## src/rtl/serial_adc_front.sv

```systemverilog
module serial_adc_front #(
  parameter int RES_W  = 12,
  parameter int PAD_W  = 4,
  parameter int CTRL_W = 8
) (
  input  logic             clk,
  input  logic             rst_n,
  input  logic             cs_n,
  input  logic             sclk,
  input  logic             din,
  output logic             dout,
  output logic             dout_oe,
  output logic             conv_start,
  output logic             conv_chan,
  input  logic             res_valid,
  input  logic [RES_W-1:0] res_data,
  output logic             ref_off,
  output logic             dual_mode,
  output logic             chan_sel,
  output logic [1:0]       pwr_mode
);
  localparam int FRAME_W = PAD_W + RES_W;
  localparam int CNT_W   = $clog2(FRAME_W + 1);
  localparam int B_REF   = 5;
  localparam int B_DUAL  = 4;
  localparam int B_CH    = 3;

  logic s_cs, p_cs, s_sclk, p_sclk, s_din;
  logic [CNT_W-1:0]   bit_cnt;
  logic [CTRL_W-2:0]  rx_sh;
  logic [CTRL_W-1:0]  word;
  logic               ref_q, dual_q, ch_q;
  logic [1:0]         pm_q;
  logic [RES_W-1:0]   res_q;
  logic [FRAME_W-1:0] tx_sh;
  logic               sel, cs_fall, sc_rise, sc_fall, last_ctrl;
  logic               unused_bits;

  assign sel       = ~s_cs;
  assign cs_fall   = p_cs & ~s_cs;
  assign sc_rise   = sel & s_sclk & ~p_sclk;
  assign sc_fall   = sel & ~s_sclk & p_sclk;
  assign word      = {rx_sh, s_din};
  assign last_ctrl = sc_rise && (bit_cnt == CNT_W'(CTRL_W - 1));
  assign unused_bits = ^{word[CTRL_W-1], word[CTRL_W-2], word[2]};

  always_ff @(posedge clk) begin
    if (!rst_n) begin
      s_cs   <= 1'b1;
      p_cs   <= 1'b1;
      s_sclk <= 1'b0;
      p_sclk <= 1'b0;
      s_din  <= 1'b0;
    end else begin
      s_cs   <= cs_n;
      p_cs   <= s_cs;
      s_sclk <= sclk;
      p_sclk <= s_sclk;
      s_din  <= din;
    end
  end

  always_ff @(posedge clk) begin
    if (!rst_n || s_cs)
      bit_cnt <= '0;
    else if (sc_rise && bit_cnt != CNT_W'(FRAME_W))
      bit_cnt <= bit_cnt + 1'b1;
  end

  always_ff @(posedge clk) begin
    if (!rst_n)
      rx_sh <= '0;
    else if (sc_rise && bit_cnt < CNT_W'(CTRL_W))
      rx_sh <= word[CTRL_W-2:0];
  end

  always_ff @(posedge clk) begin
    if (!rst_n) begin
      ref_q  <= 1'b0;
      dual_q <= 1'b0;
      ch_q   <= 1'b0;
      pm_q   <= 2'b00;
    end else if (last_ctrl) begin
      ref_q  <= word[B_REF];
      dual_q <= word[B_DUAL];
      ch_q   <= word[B_CH];
      pm_q   <= word[1:0];
    end
  end

  always_ff @(posedge clk) begin
    if (!rst_n)
      res_q <= '0;
    else if (res_valid)
      res_q <= res_data;
  end

  always_ff @(posedge clk) begin
    if (!rst_n)
      tx_sh <= '0;
    else if (s_cs)
      tx_sh <= {{PAD_W{1'b0}}, res_q};
    else if (sc_fall)
      tx_sh <= {tx_sh[FRAME_W-2:0], 1'b0};
  end

  assign ref_off    = ref_q;
  assign dual_mode  = dual_q;
  assign chan_sel   = dual_q & ch_q;
  assign pwr_mode   = pm_q;
  assign dout       = tx_sh[FRAME_W-1];
  assign dout_oe    = sel;
  assign conv_start = cs_fall;
  assign conv_chan  = chan_sel;
endmodule


```

## config.mk

```make
export PLATFORM = sky130hd
export DESIGN_NAME = serial_adc_front
export DESIGN_NICKNAME = d
export VERILOG_FILES = /design/src/rtl/serial_adc_front.sv
export SDC_FILE = /design/constraint.sdc
export NUM_CORES = 1
export LEC_CHECK = 0
export BUFFER_PORTS_ARGS = -buffer_cell sky130_fd_sc_hd__buf_2
export CAP_MARGIN = 25
export CORE_UTILIZATION = 40
export CTS_CLUSTER_DIAMETER = 40
export DETAILED_ROUTE_END_ITERATION = 8
export PLACE_DENSITY = 0.69
export SYNTH_ARGS = -nofsm -noshare
export SYNTH_HDL_FRONTEND = slang
export SYNTH_SLANG_ARGS = --single-unit
```

## constraint.sdc

```tcl
create_clock -name clk -period 1.4 [get_ports clk]
set_input_delay 0.28 -clock clk [delete_from_list [all_inputs] [get_ports clk]]
set_output_delay 0.28 -clock clk [all_outputs]
set_load 0.03 [all_outputs]
```

Word level (Yosys, flattened, before mapping)
Index checks and enable logic that the tools add are counted.

operators by class
  $add $sub $neg = 1
  order comparisons = 1
  equality and inequality tests = 2
  mux-type cells = 2
  bitwise operators = 10
  reduce and logical (&&, ||, !) cells = 7

operators by type and width
  cell                                                  number
  2-to-1 mux 12 bit                                     2
  AND 1 bit                                             6
  adder 5 x 1 -> 5 bit (second input constant)          1
  equality test 5 x 3 -> 1 bit (second input constant)  1
  < comparator 5 x 4 -> 1 bit (second input constant)   1
  != test 5 bit (second input constant)                 1
  NOT 1 bit                                             4
  logical AND 1 bit                                     3
  nonzero test 2 bit                                    1
  OR reduction 2 bit                                    1
  zero test 1 bit                                       1
  logical OR 1 bit                                      1

storage, ports and cells
  register bits = 48
  input port bits = 18
  output and inout bits = 9
  word-level logic and storage cells = 37

Logic depth before layout (Yosys ltp)
Gate-level depths: netlist of run 1.

  depth after elaboration = 5
  gate-level depth with buffers = 5
  gate-level depth less buffers = 5

Worst setup path before layout of run 1
Ideal clock, no wire load.

  kind = reg2reg
  from = register s_cs
  to = register bit_cnt[2]
  setup time = 72 ps
  arrival time = 1375 ps
  data required time = 1328 ps
  slack = -46 ps
  stages on the path, launching flop included = 5
  buffers on the path = 1
  clock period less this slack = 1446 ps
  cells stage by stage = dfxtp_1 or3b_1 buf_2 or4_1 a21oi_1

on the way
  word-level cells in the longest chain between the ends = 4
  elaborated cells on any way between the ends = 5
  those cells by class = bitwise (3); reduce/logical (2)

ends and longest elaborated chain
  what                      line  source
  start: declaration        28    logic s_cs, p_cs, s_sclk, p_sclk, s_din;
  start signal: assignment  55    s_cs <= cs_n;
  NOT 1 bit                 39    assign sel = ~s_cs;
  AND 1 bit (2 in a row)    41    assign sc_rise = sel & s_sclk & ~p_sclk;
  logical AND 1 bit         66    else if (sc_rise && bit_cnt != CNT_W'(FRAME_W))
  end signal: assignment    67    bit_cnt <= bit_cnt + 1'b1;
  end: declaration          29    logic [CNT_W-1:0] bit_cnt;

Several ways; a longest one is shown, not always the timed one.
A chain may end at the register's enable or synchronous reset.

Worst setup path after layout of run 1
Ends and elaborated chain as after synthesis.

==> results of run 1 <==
## state kept, by name (all words and copies together), names as in the netlist
register,flops
ch_q,1
s_din,1
s_sclk,1
res_q,12
pwr_mode,2
p_cs,1
p_sclk,1
rx_sh,5
s_cs,1
tx_sh,16
ref_off,1
dual_mode,1
bit_cnt,5
## repair_timing
| action | CTS | global route |
|---|---|---|
| pin swaps | 0 | 1 |
| setup endpoints to repair | 4 | 13 |
| gates resized for setup | 3 | 11 |
## through the flow
stage	setup slack (ns)	util (%)	instances	hold slack [ns]	setup TNS, ns
6_report	-0.00548	50.3	272	0.181	-0.00548
5_1_grt	-0.0511	50.3	272	0.173	-0.114
4_1_cts	-0.0135	49.7	272	0.178	-0.0135
3_5_place_dp	-0.0279	47.6	264	0.454	-0.0284
3_3_place_gp	0.00619	47.6	264	0.444	0
2_1_floorplan	-0.0431	-	186	0.381	-0.0861
## final cells by class
| class | instances | area share, % |
|---|---|---|
| flip-flops and latches | 48 | 43.3 |
| multi-input cells | 123 | 38.5 |
| repair buffers | 37 | 10.6 |
| clock buffers | 8 | 4.03 |
| well taps | 52 | 2.91 |
| inverters | 4 | 0.672 |
## cells by family (layout without fill, tap and decap cells)
family / count (synthesis) / count (layout) / synth area share (%)
flip-flops: 48 / 48 / 51.1
buffers and inverters: 15 / 49 / 3.86
AND/OR/NAND/NOR: 51 / 51 / 15.1
AO/OA/AOI/OAI: 33 / 33 / 8.92
adder cells (fa/ha/maj): 2 / 2 / 1.33
multiplexers: 37 / 37 / 19.7
## worst paths after layout
check | startpoint | endpoint | slack, ns | cells past startpoint
worst max register to register | s_cs | bit_cnt[2] | -0.005 | 3
worst min-delay path | cs_n | s_cs | 0.18 | 2
worst max-delay path | s_cs | bit_cnt[2] | -0.005 | 3
worst min register to register | ref_off | ref_off | 0.46 | 2
## power groups by stage
stage,Combinational [W],Sequential (W),Clock [W]
global placement,0.000185,0.00147,0
CTS,0.000189,0.00144,0.000838
detailed placement,0.000187,0.00147,0
finish,0.000191,0.00144,0.000810
global route,0.000213,0.00144,0.000898
floorplan,0.000126,0.00146,0
## per-layer routing
layer	vias to the layer above	GRT usage [%]
met1	595	17.5
met5	-	0
met2	24	20.7
met4	0	6.00
met3	4	3.70
li1	710	-
## layout by cell type (no fill, tap or decap), types with 4 or more instances in the layout
cell      instances
a21oi_1          16
buf_4            10
nand3_1           5
mux2i_1          37
nor2b_1          12
o21ai_0          16
dfxtp_2           5
nand2_1          14
nor2_1            5
and2_1            4
clkbuf_8          6
buf_2            24
dfxtp_1          43
## cells in the mapped netlist, types with 2 or more instances
cell type,count
o21ai_0,16
nand2_1,14
ha_1,2
nor2b_1,12
inv_1,4
and2_1,4
buf_2,4
nand2b_1,2
dfxtp_1,48
mux2i_1,37
nor2_1,5
or3_2,2
nand3_1,5
a21oi_1,16
clkbuf_1,4
## worst max-delay path: cells and delay by family (launching register included)
kind | cells | cell delay (ns)
and+or+nand+nor | 2 | 0.90
DFF | 1 | 0.32
AOI/OAI and AO/OA | 1 | 0.12
==> flow_summary.json, run 1 <==
{
  "clock.fmax_mhz": 712,
  "cts_setup_buffers": 0,
  "dieArea_um2": 4980,
  "grtUsageTotal_pct": 13.4,
  "initial_core_util_pct": 42.3,
  "clk_latency_ns": 0.29,
  "switchingPower_w": 0.000523,
  "wl_um": 3110,
  "drive_gt1_share_pct": 25.5,
  "cts_made_buffers": 5,
  "fp.dieH_um": 70.6,
  "synth_top_area_share_pct": 51.1,
  "met1Wirelength_um": 1600,
  "crit_slowest_cell": "or4_1",
  "seqPwrFrac_pct": 58.9,
  "grt_pass1_vias": 1197,
  "design.core.area_um2": 4440,
  "drc": 2,
  "layout.area.seq_um2": 967,
  "endpoint_kind": "flop",
  "min_path_type": "in -> reg",
  "syn_inst": 186,
  "cp_slowest_stage_delay_ns": 0.48,
  "synth.largest_area_cell": "dfxtp_1",
  "violations": "DRC, setup timing",
  "startpoint_type": "flop",
  "dr_wl_met3_um": 89,
  "cts_hold_buffers": 0,
  "cp.required_ns": 1.62,
  "ys_types": 26,
  "multi_input_comb_area_um2": 861,
  "clockPowerShare_pct": 33.2,
  "synthFlopType": "dfxtp_1",
  "die_x_um": 70.6,
  "top_layer_used": "met4",
  "syn-cell-area_um2": 1880,
  "ios": 27,
  "grt_setup_unrepaired": "yes",
  "cts-htree-levels": 2,
  "leakage_nw": 1.05,
  "p_total_w": 0.00244,
  "path_max_fanout": 5,
  "via_per_inst": 4.90,
  "syn_avg_cell_area_um2": 10.1,
  "clk_path_buf_depth": 2,
  "fp-row-count": 24,
  "dp_hpwl_um": 2190,
  "finalHoldViolations": 0,
  "fin_skew_ns": 0.00477,
  "firstDrtPassIters": 6,
  "routedWlPerCell_um": 11.4,
  "setup.worst_path.class": "reg -> reg",
  "power_frac_comb_pct": 7.8,
  "fin_ws_ns": -0.00548,
  "path_cells": "or3b_4, or4_1, a21oi_1",
  "vias": 1333,
  "cts.sinks": 48,
  "diodes": 0,
  "synth-edff-count": 0,
  "synth_warnings": 0,
  "drt_iter0_drc": 64,
  "ir_drop_mv": 0.872,
  "synth_seq_cells": 48,
  "p_sw_share_pct": 21.5,
  "finalInstanceArea_um2": 2240,
  "wl_met2_um": 1370,
  "status": "finished, violations left",
  "synth_nets": 206,
  "ant_nets": 0,
  "setup_viol": 1,
  "grt_overflow": 0,
  "antenna_found_initial": 0,
  "cts-root-buf": "clkbuf_8",
  "cp.arrival_ns": 1.62,
  "post_dp_cell_area_um2": 2110,
  "place.gp.congestion": 0.769,
  "post-route-min-period_ns": 1.41,
  "async_reset_ff_share_pct": 0,
  "cts_tree": "done",
  "synth_area_leaders": "dfxtp_1 51%, mux2i_1 20%, a21oi_1 4.3%",
  "nFillCells": 421,
  "drv_cap": 0,
  "syn2layout_area_growth_pct": 18.9,
  "slew_headroom_pct": 76.1,
  "ys_seq_area_share_pct": 51.1,
  "grt_max_degree": 20,
  "p_int_w": 0.00191,
  "timing.final.crit_share_pct": 100,
  "worst_slew_pin_slew_ns": 0.359,
  "path_clk_slew_ns": 0.08,
  "p_per_area_nw_per_um2": 1090,
  "slew_viol_final": 0,
  "io_buffers": 26,
  "grt_first_pass_wirelength_um": 5250,
  "fin_nets": 239
}
Note: power is estimated with default switching activity, not from simulation.
==> run 2: changes to the inputs <==
--- a/config.mk
+++ b/config.mk
@@ -10,7 +10,7 @@
 export CORE_UTILIZATION = 40
 export CTS_CLUSTER_DIAMETER = 40
 export DETAILED_ROUTE_END_ITERATION = 8
-export PLACE_DENSITY = 0.69
+export PLACE_DENSITY_LB_ADDON = 0.15
 export SYNTH_ARGS = -nofsm -noshare
 export SYNTH_HDL_FRONTEND = slang
 export SYNTH_SLANG_ARGS = --single-unit
==> run 2 against run 1 <==
Effect of this change: the flow still finishes with violations (DRC, setup timing); global-route usage up 0.64 points; register-to-register slack about the same; sequential cell count unchanged; clock skew about the same.
==> flow_summary.json, run 2 (synthesized netlist as in run 1, its figures left out) <==
{
  "cp_slowest_stage_delay_ns": 0.49,
  "grt_pass1_vias": 1247,
  "die_x_um": 70.6,
  "p_total_w": 0.00247,
  "status": "finished, violations left",
  "drive_gt1_share_pct": 28.2,
  "grt_first_pass_wirelength_um": 5510,
  "io_buffers": 26,
  "setup.worst_path.class": "reg -> reg",
  "fin_ws_ns": -0.0135,
  "ant_nets": 0,
  "finalHoldViolations": 0,
  "worst_slew_pin_slew_ns": 0.349,
  "grtUsageTotal_pct": 14.0,
  "design.core.area_um2": 4440,
  "critical_path_buf_inv_count": 0,
  "ir_drop_mv": 0.611,
  "fp.dieH_um": 70.6,
  "cp.required_ns": 1.63,
  "cts-root-buf": "clkbuf_8",
  "regMostFlops": "tx_sh",
  "startpoint_type": "flop",
  "path_cells": "or3b_4, or4_4, a21oi_2",
  "clk_latency_ns": 0.29,
  "clock.fmax_mhz": 707,
  "grt_max_degree": 21,
  "p_per_area_nw_per_um2": 1090,
  "clockPowerShare_pct": 34.1,
  "initial_core_util_pct": 42.3,
  "slew_headroom_pct": 76.4,
  "diodes": 0,
  "post-route-min-period_ns": 1.41,
  "drc": 2,
  "min_path_type": "in -> reg",
  "p_sw_share_pct": 22.7,
  "power_frac_comb_pct": 7.8,
  "crit_slowest_cell": "or4_4",
  "syn2layout_area_growth_pct": 20.6,
  "antenna_found_initial": 0,
  "cp.arrival_ns": 1.64,
  "cts-htree-levels": 2,
  "nFillCells": 434,
  "post_dp_cell_area_um2": 2110,
  "violations": "DRC, setup timing",
  "timing.final.crit_share_pct": 101,
  "fin_skew_ns": 0.00445,
  "cts_tree": "done",
  "switchingPower_w": 0.000563,
  "fp-row-count": 24,
  "drt_iter0_drc": 41,
  "grt_overflow": 0,
  "hp-start": "cs_n",
  "cts_hold_buffers": 0,
  "finalInstanceArea_um2": 2270,
  "drv_cap": 0,
  "dp_cells": 263,
  "fin_nets": 239,
  "postLayoutCoreUtil_pct": 51.0,
  "reg_top3": "tx_sh x16, res_q x12",
  "final_cell_mix": "44 x dfxtp_1, 37 x mux2i_1, 24 x buf_2, 16 x o21ai_0",
  "wl_um": 3270,
  "clk_path_buf_depth": 2,
  "cts_made_buffers": 5,
  "vias": 1353,
  "r2r_start": "s_cs",
  "endpoint_kind": "flop",
  "routedWlPerCell_um": 12.0,
  "path_delay_family": "simple AND/OR/NAND/NOR gates",
  "cts.sinks": 48,
  "largest_reg_flops": 16,
  "leakage_nw": 1.05,
  "layout_commonest_cell": "dfxtp_1",
  "dp_hpwl_um": 2390,
  "via_per_inst": 4.97,
  "place.gp.congestion": 0.707,
  "path_max_fanout": 5,
  "setup_viol": 2,
  "final_cells": 272,
  "grt_setup_unrepaired": "yes",
  "path_clk_slew_ns": 0.09,
  "dieArea_um2": 4980,
  "ios": 27,
  "firstDrtPassIters": 6,
  "seqPwrFrac_pct": 58.1,
  "p_int_w": 0.00191,
  "slew_viol_final": 0,
  "startpoint": "s_cs"
}
-- run 2: cell type report --
class,count,area [µm²],area share [%]
sequential,48,966,42.6
multi-input combinational,123,887,39.1
timing repair buffer,37,238,10.5
clock buffer,6,82.6,3.64
tap,52,65.1,2.87
clock inverter,2,15.0,0.662
inverter,4,15.0,0.662
-- run 2: power groups by stage --
stage | combinational [W] | clock [W] | sequential (W)
floorplan | 0.000126 | 0 | 0.00146
global placement | 0.000178 | 0 | 0.00147
detailed placement | 0.000185 | 0 | 0.00147
CTS | 0.000192 | 0.000880 | 0.00144
global route | 0.000214 | 0.000941 | 0.00144
finish | 0.000192 | 0.000844 | 0.00144
-- run 2: final timing paths --
path / depth (start not counted) / end / slack [ns]
max: 3 / bit_cnt[2] / -0.01
min: 2 / s_cs / 0.17
max reg2reg: 3 / bit_cnt[2] / -0.01
min reg2reg: 2 / pwr_mode[0] / 0.46
-- run 2: what timing repair did --
item | in CTS | in global routing
gates resized for setup | 8 | 11
pin swaps | 1 | 1
setup buffers | 1 | 0
endpoints found under the setup margin | 9 | 6
-- run 2: stage by stage --
step	hold slack, ns	setup TNS, ns	setup slack (ns)
6_report	0.167	-0.0141	-0.0135
2_1_floorplan	0.381	-0.0861	-0.0431
4_1_cts	0.158	-0.0187	-0.00982
3_5_place_dp	0.456	-0.119	-0.0401
3_3_place_gp	0.445	0	0.0126
5_1_grt	0.162	-0.174	-0.0610
-- run 2: routing by layer --
metal / part of all wire (%) / wire length [µm] / GRT usage [%]
met1: 47 / 1550 / 16.9
met2: 47 / 1540 / 23.1
met3: 3.6 / 117 / 4.42
met4: 1.7 / 56 / 6.22
met5: 0 / 0 / 0
==> run 3: changes to the inputs <==
--- a/config.mk
+++ b/config.mk
@@ -10,7 +10,8 @@
 export CORE_UTILIZATION = 40
 export CTS_CLUSTER_DIAMETER = 40
 export DETAILED_ROUTE_END_ITERATION = 8
-export PLACE_DENSITY_LB_ADDON = 0.15
+export MAX_ROUTING_LAYER = met4
+export PLACE_DENSITY = 0.68
 export SYNTH_ARGS = -nofsm -noshare
 export SYNTH_HDL_FRONTEND = slang
 export SYNTH_SLANG_ARGS = --single-unit
==> run 3 against run 2 <==
Effect of this change: the flow still finishes with violations (DRC, setup timing); fmax hardly changed; register-to-register slack hardly changed; setup slack better by 0.00075 ns; combinational power hardly changed; clock-buffer cell count is 1 higher; via count is 1.7% lower; clock skew is 0.0010 ns lower; global-route usage is 0.59 points lower; critical path type unchanged; clock power is 0.5% lower; sequential cell count stayed put; critical path depth stayed put.
==> flow_summary.json, run 3 (synthesized netlist as in run 1, its figures left out) <==
{
  "drv_cap": 0,
  "ant_nets": 0,
  "drive_gt1_share_pct": 24.2,
  "setup.worst_path.class": "reg -> reg",
  "clock.fmax_mhz": 708,
  "diodes": 0,
  "clk_path_buf_depth": 2,
  "regMostFlops": "tx_sh",
  "worst_slew_pin_slew_ns": 0.370,
  "reg_top3": "tx_sh x16, res_q x12",
  "endpoint_kind": "flop",
  "cts_tree": "done",
  "ir_drop_mv": 0.664,
  "cts_made_buffers": 5,
  "grt_setup_unrepaired": "yes",
  "status": "finished, violations left",
  "clk_latency_ns": 0.28,
  "wl_um": 2980,
  "routedWlPerCell_um": 11.0,
  "post-route-min-period_ns": 1.41,
  "dr_wl_met3_um": 87,
  "antenna_found_initial": 0,
  "dp_hpwl_um": 2160,
  "grt_first_pass_wirelength_um": 5110,
  "initial_core_util_pct": 42.3,
  "cts-root-buf": "clkbuf_8",
  "fin_tns_setup_ns": -0.0131,
  "violations": "DRC, setup timing",
  "top_layer_used": "met4",
  "finalHoldViolations": 0,
  "ios": 27,
  "finalInstanceArea_um2": 2240,
  "slew_headroom_pct": 75.4,
  "layout_commonest_cell": "dfxtp_1",
  "min_path_type": "in -> reg",
  "grt_pass1_vias": 1193,
  "via_per_inst": 4.91,
  "post_dp_cell_area_um2": 2110,
  "place.gp.congestion": 0.796,
  "fin_skew_ns": 0.00345,
  "design.core.area_um2": 4440,
  "path_clk_slew_ns": 0.08,
  "grtUsageTotal_pct": 13.4,
  "grt_max_degree": 17,
  "p_per_area_nw_per_um2": 1100,
  "cp.arrival_ns": 1.63,
  "syn2layout_area_growth_pct": 18.9,
  "met1Wirelength_um": 1480,
  "setup_viol": 2,
  "die_x_um": 70.6,
  "leakage_nw": 1.06,
  "final_cell_mix": "45 x dfxtp_1, 37 x mux2i_1, 24 x buf_2, 16 x o21ai_0, 16 x a21oi_1",
  "grt_overflow": 0,
  "io_buffers": 26,
  "vias": 1330,
  "wl_met2_um": 1350,
  "cp.required_ns": 1.62,
  "final_cells": 271,
  "fin_ws_ns": -0.0127,
  "fp-row-count": 24,
  "dieArea_um2": 4980,
  "drc": 2,
  "largest_reg_flops": 16,
  "dp_cells": 264,
  "firstDrtPassIters": 6,
  "cts.sinks": 48,
  "fp.dieH_um": 70.6,
  "path_max_fanout": 7,
  "drt_iter0_drc": 87,
  "cts-htree-levels": 2,
  "startpoint_type": "flop",
  "slew_viol_final": 0,
  "fin_nets": 239,
  "timing.final.crit_share_pct": 101
}
[run 3: metrics by stage]
stage	power (W)	hold slack (ns)	setup slack (ns)	util (%)
after CTS	0.00250	0.186	-0.0157	49.9
after detailed placement	0.00166	0.456	-0.0535	47.6
after global placement	0.00165	0.444	-0.0235	47.6
after floorplan	0.00159	0.381	-0.0431	-
after global routing	0.00257	0.190	-0.0558	50.3
final	0.00247	0.187	-0.0127	50.3
[run 3: area by class of cell]
| class | count | area (µm²) |
|---|---|---|
| inverter | 4 | 15.0 |
| sequential | 48 | 965 |
| timing repair buffer | 37 | 234 |
| multi-input combinational | 123 | 861 |
| clock buffer | 7 | 96.3 |
| tap | 52 | 65.1 |
| fill | 430 | 2210 |
[run 3: final timing paths]
path / startpoint / to / slack [ns] / depth (start not counted)
worst min register to register: ref_off / ref_off / 0.46 / 2
worst max-delay path: s_cs / bit_cnt[2] / -0.01 / 3
worst min-delay path: cs_n / s_cs / 0.19 / 2
worst max register to register: s_cs / bit_cnt[2] / -0.01 / 3
[run 3: per-layer routing]
layer,GRT usage (%),vias up
li1,-,706
met1,16.7,599
met2,21.0,20
met3,2.56,5
met4,6.67,0
met5,-,-
[run 3: timing repair]
action,in CTS,in global routing
cloned,0,0
hold buffers,0,0
resized for setup,3,6
setup endpoints to repair,4,13
setup buffers,0,0
endpoints found under the hold margin,0,0
pin swaps,1,2
[run 3: worst max-delay path, stage by stage, from the launching register on]
cell and delay, ns:
dfxtp_2 0.32, or3b_4 0.42, or4_1 0.48, a21oi_1 0.12
[run 3: where the power goes]
part | internal, W | total, W | switching, W
sequential | 0.00141 | 0.00144 | 0.0000226
combinational | 0.0000978 | 0.000190 | 0.0000927
clock | 0.000440 | 0.000840 | 0.000400
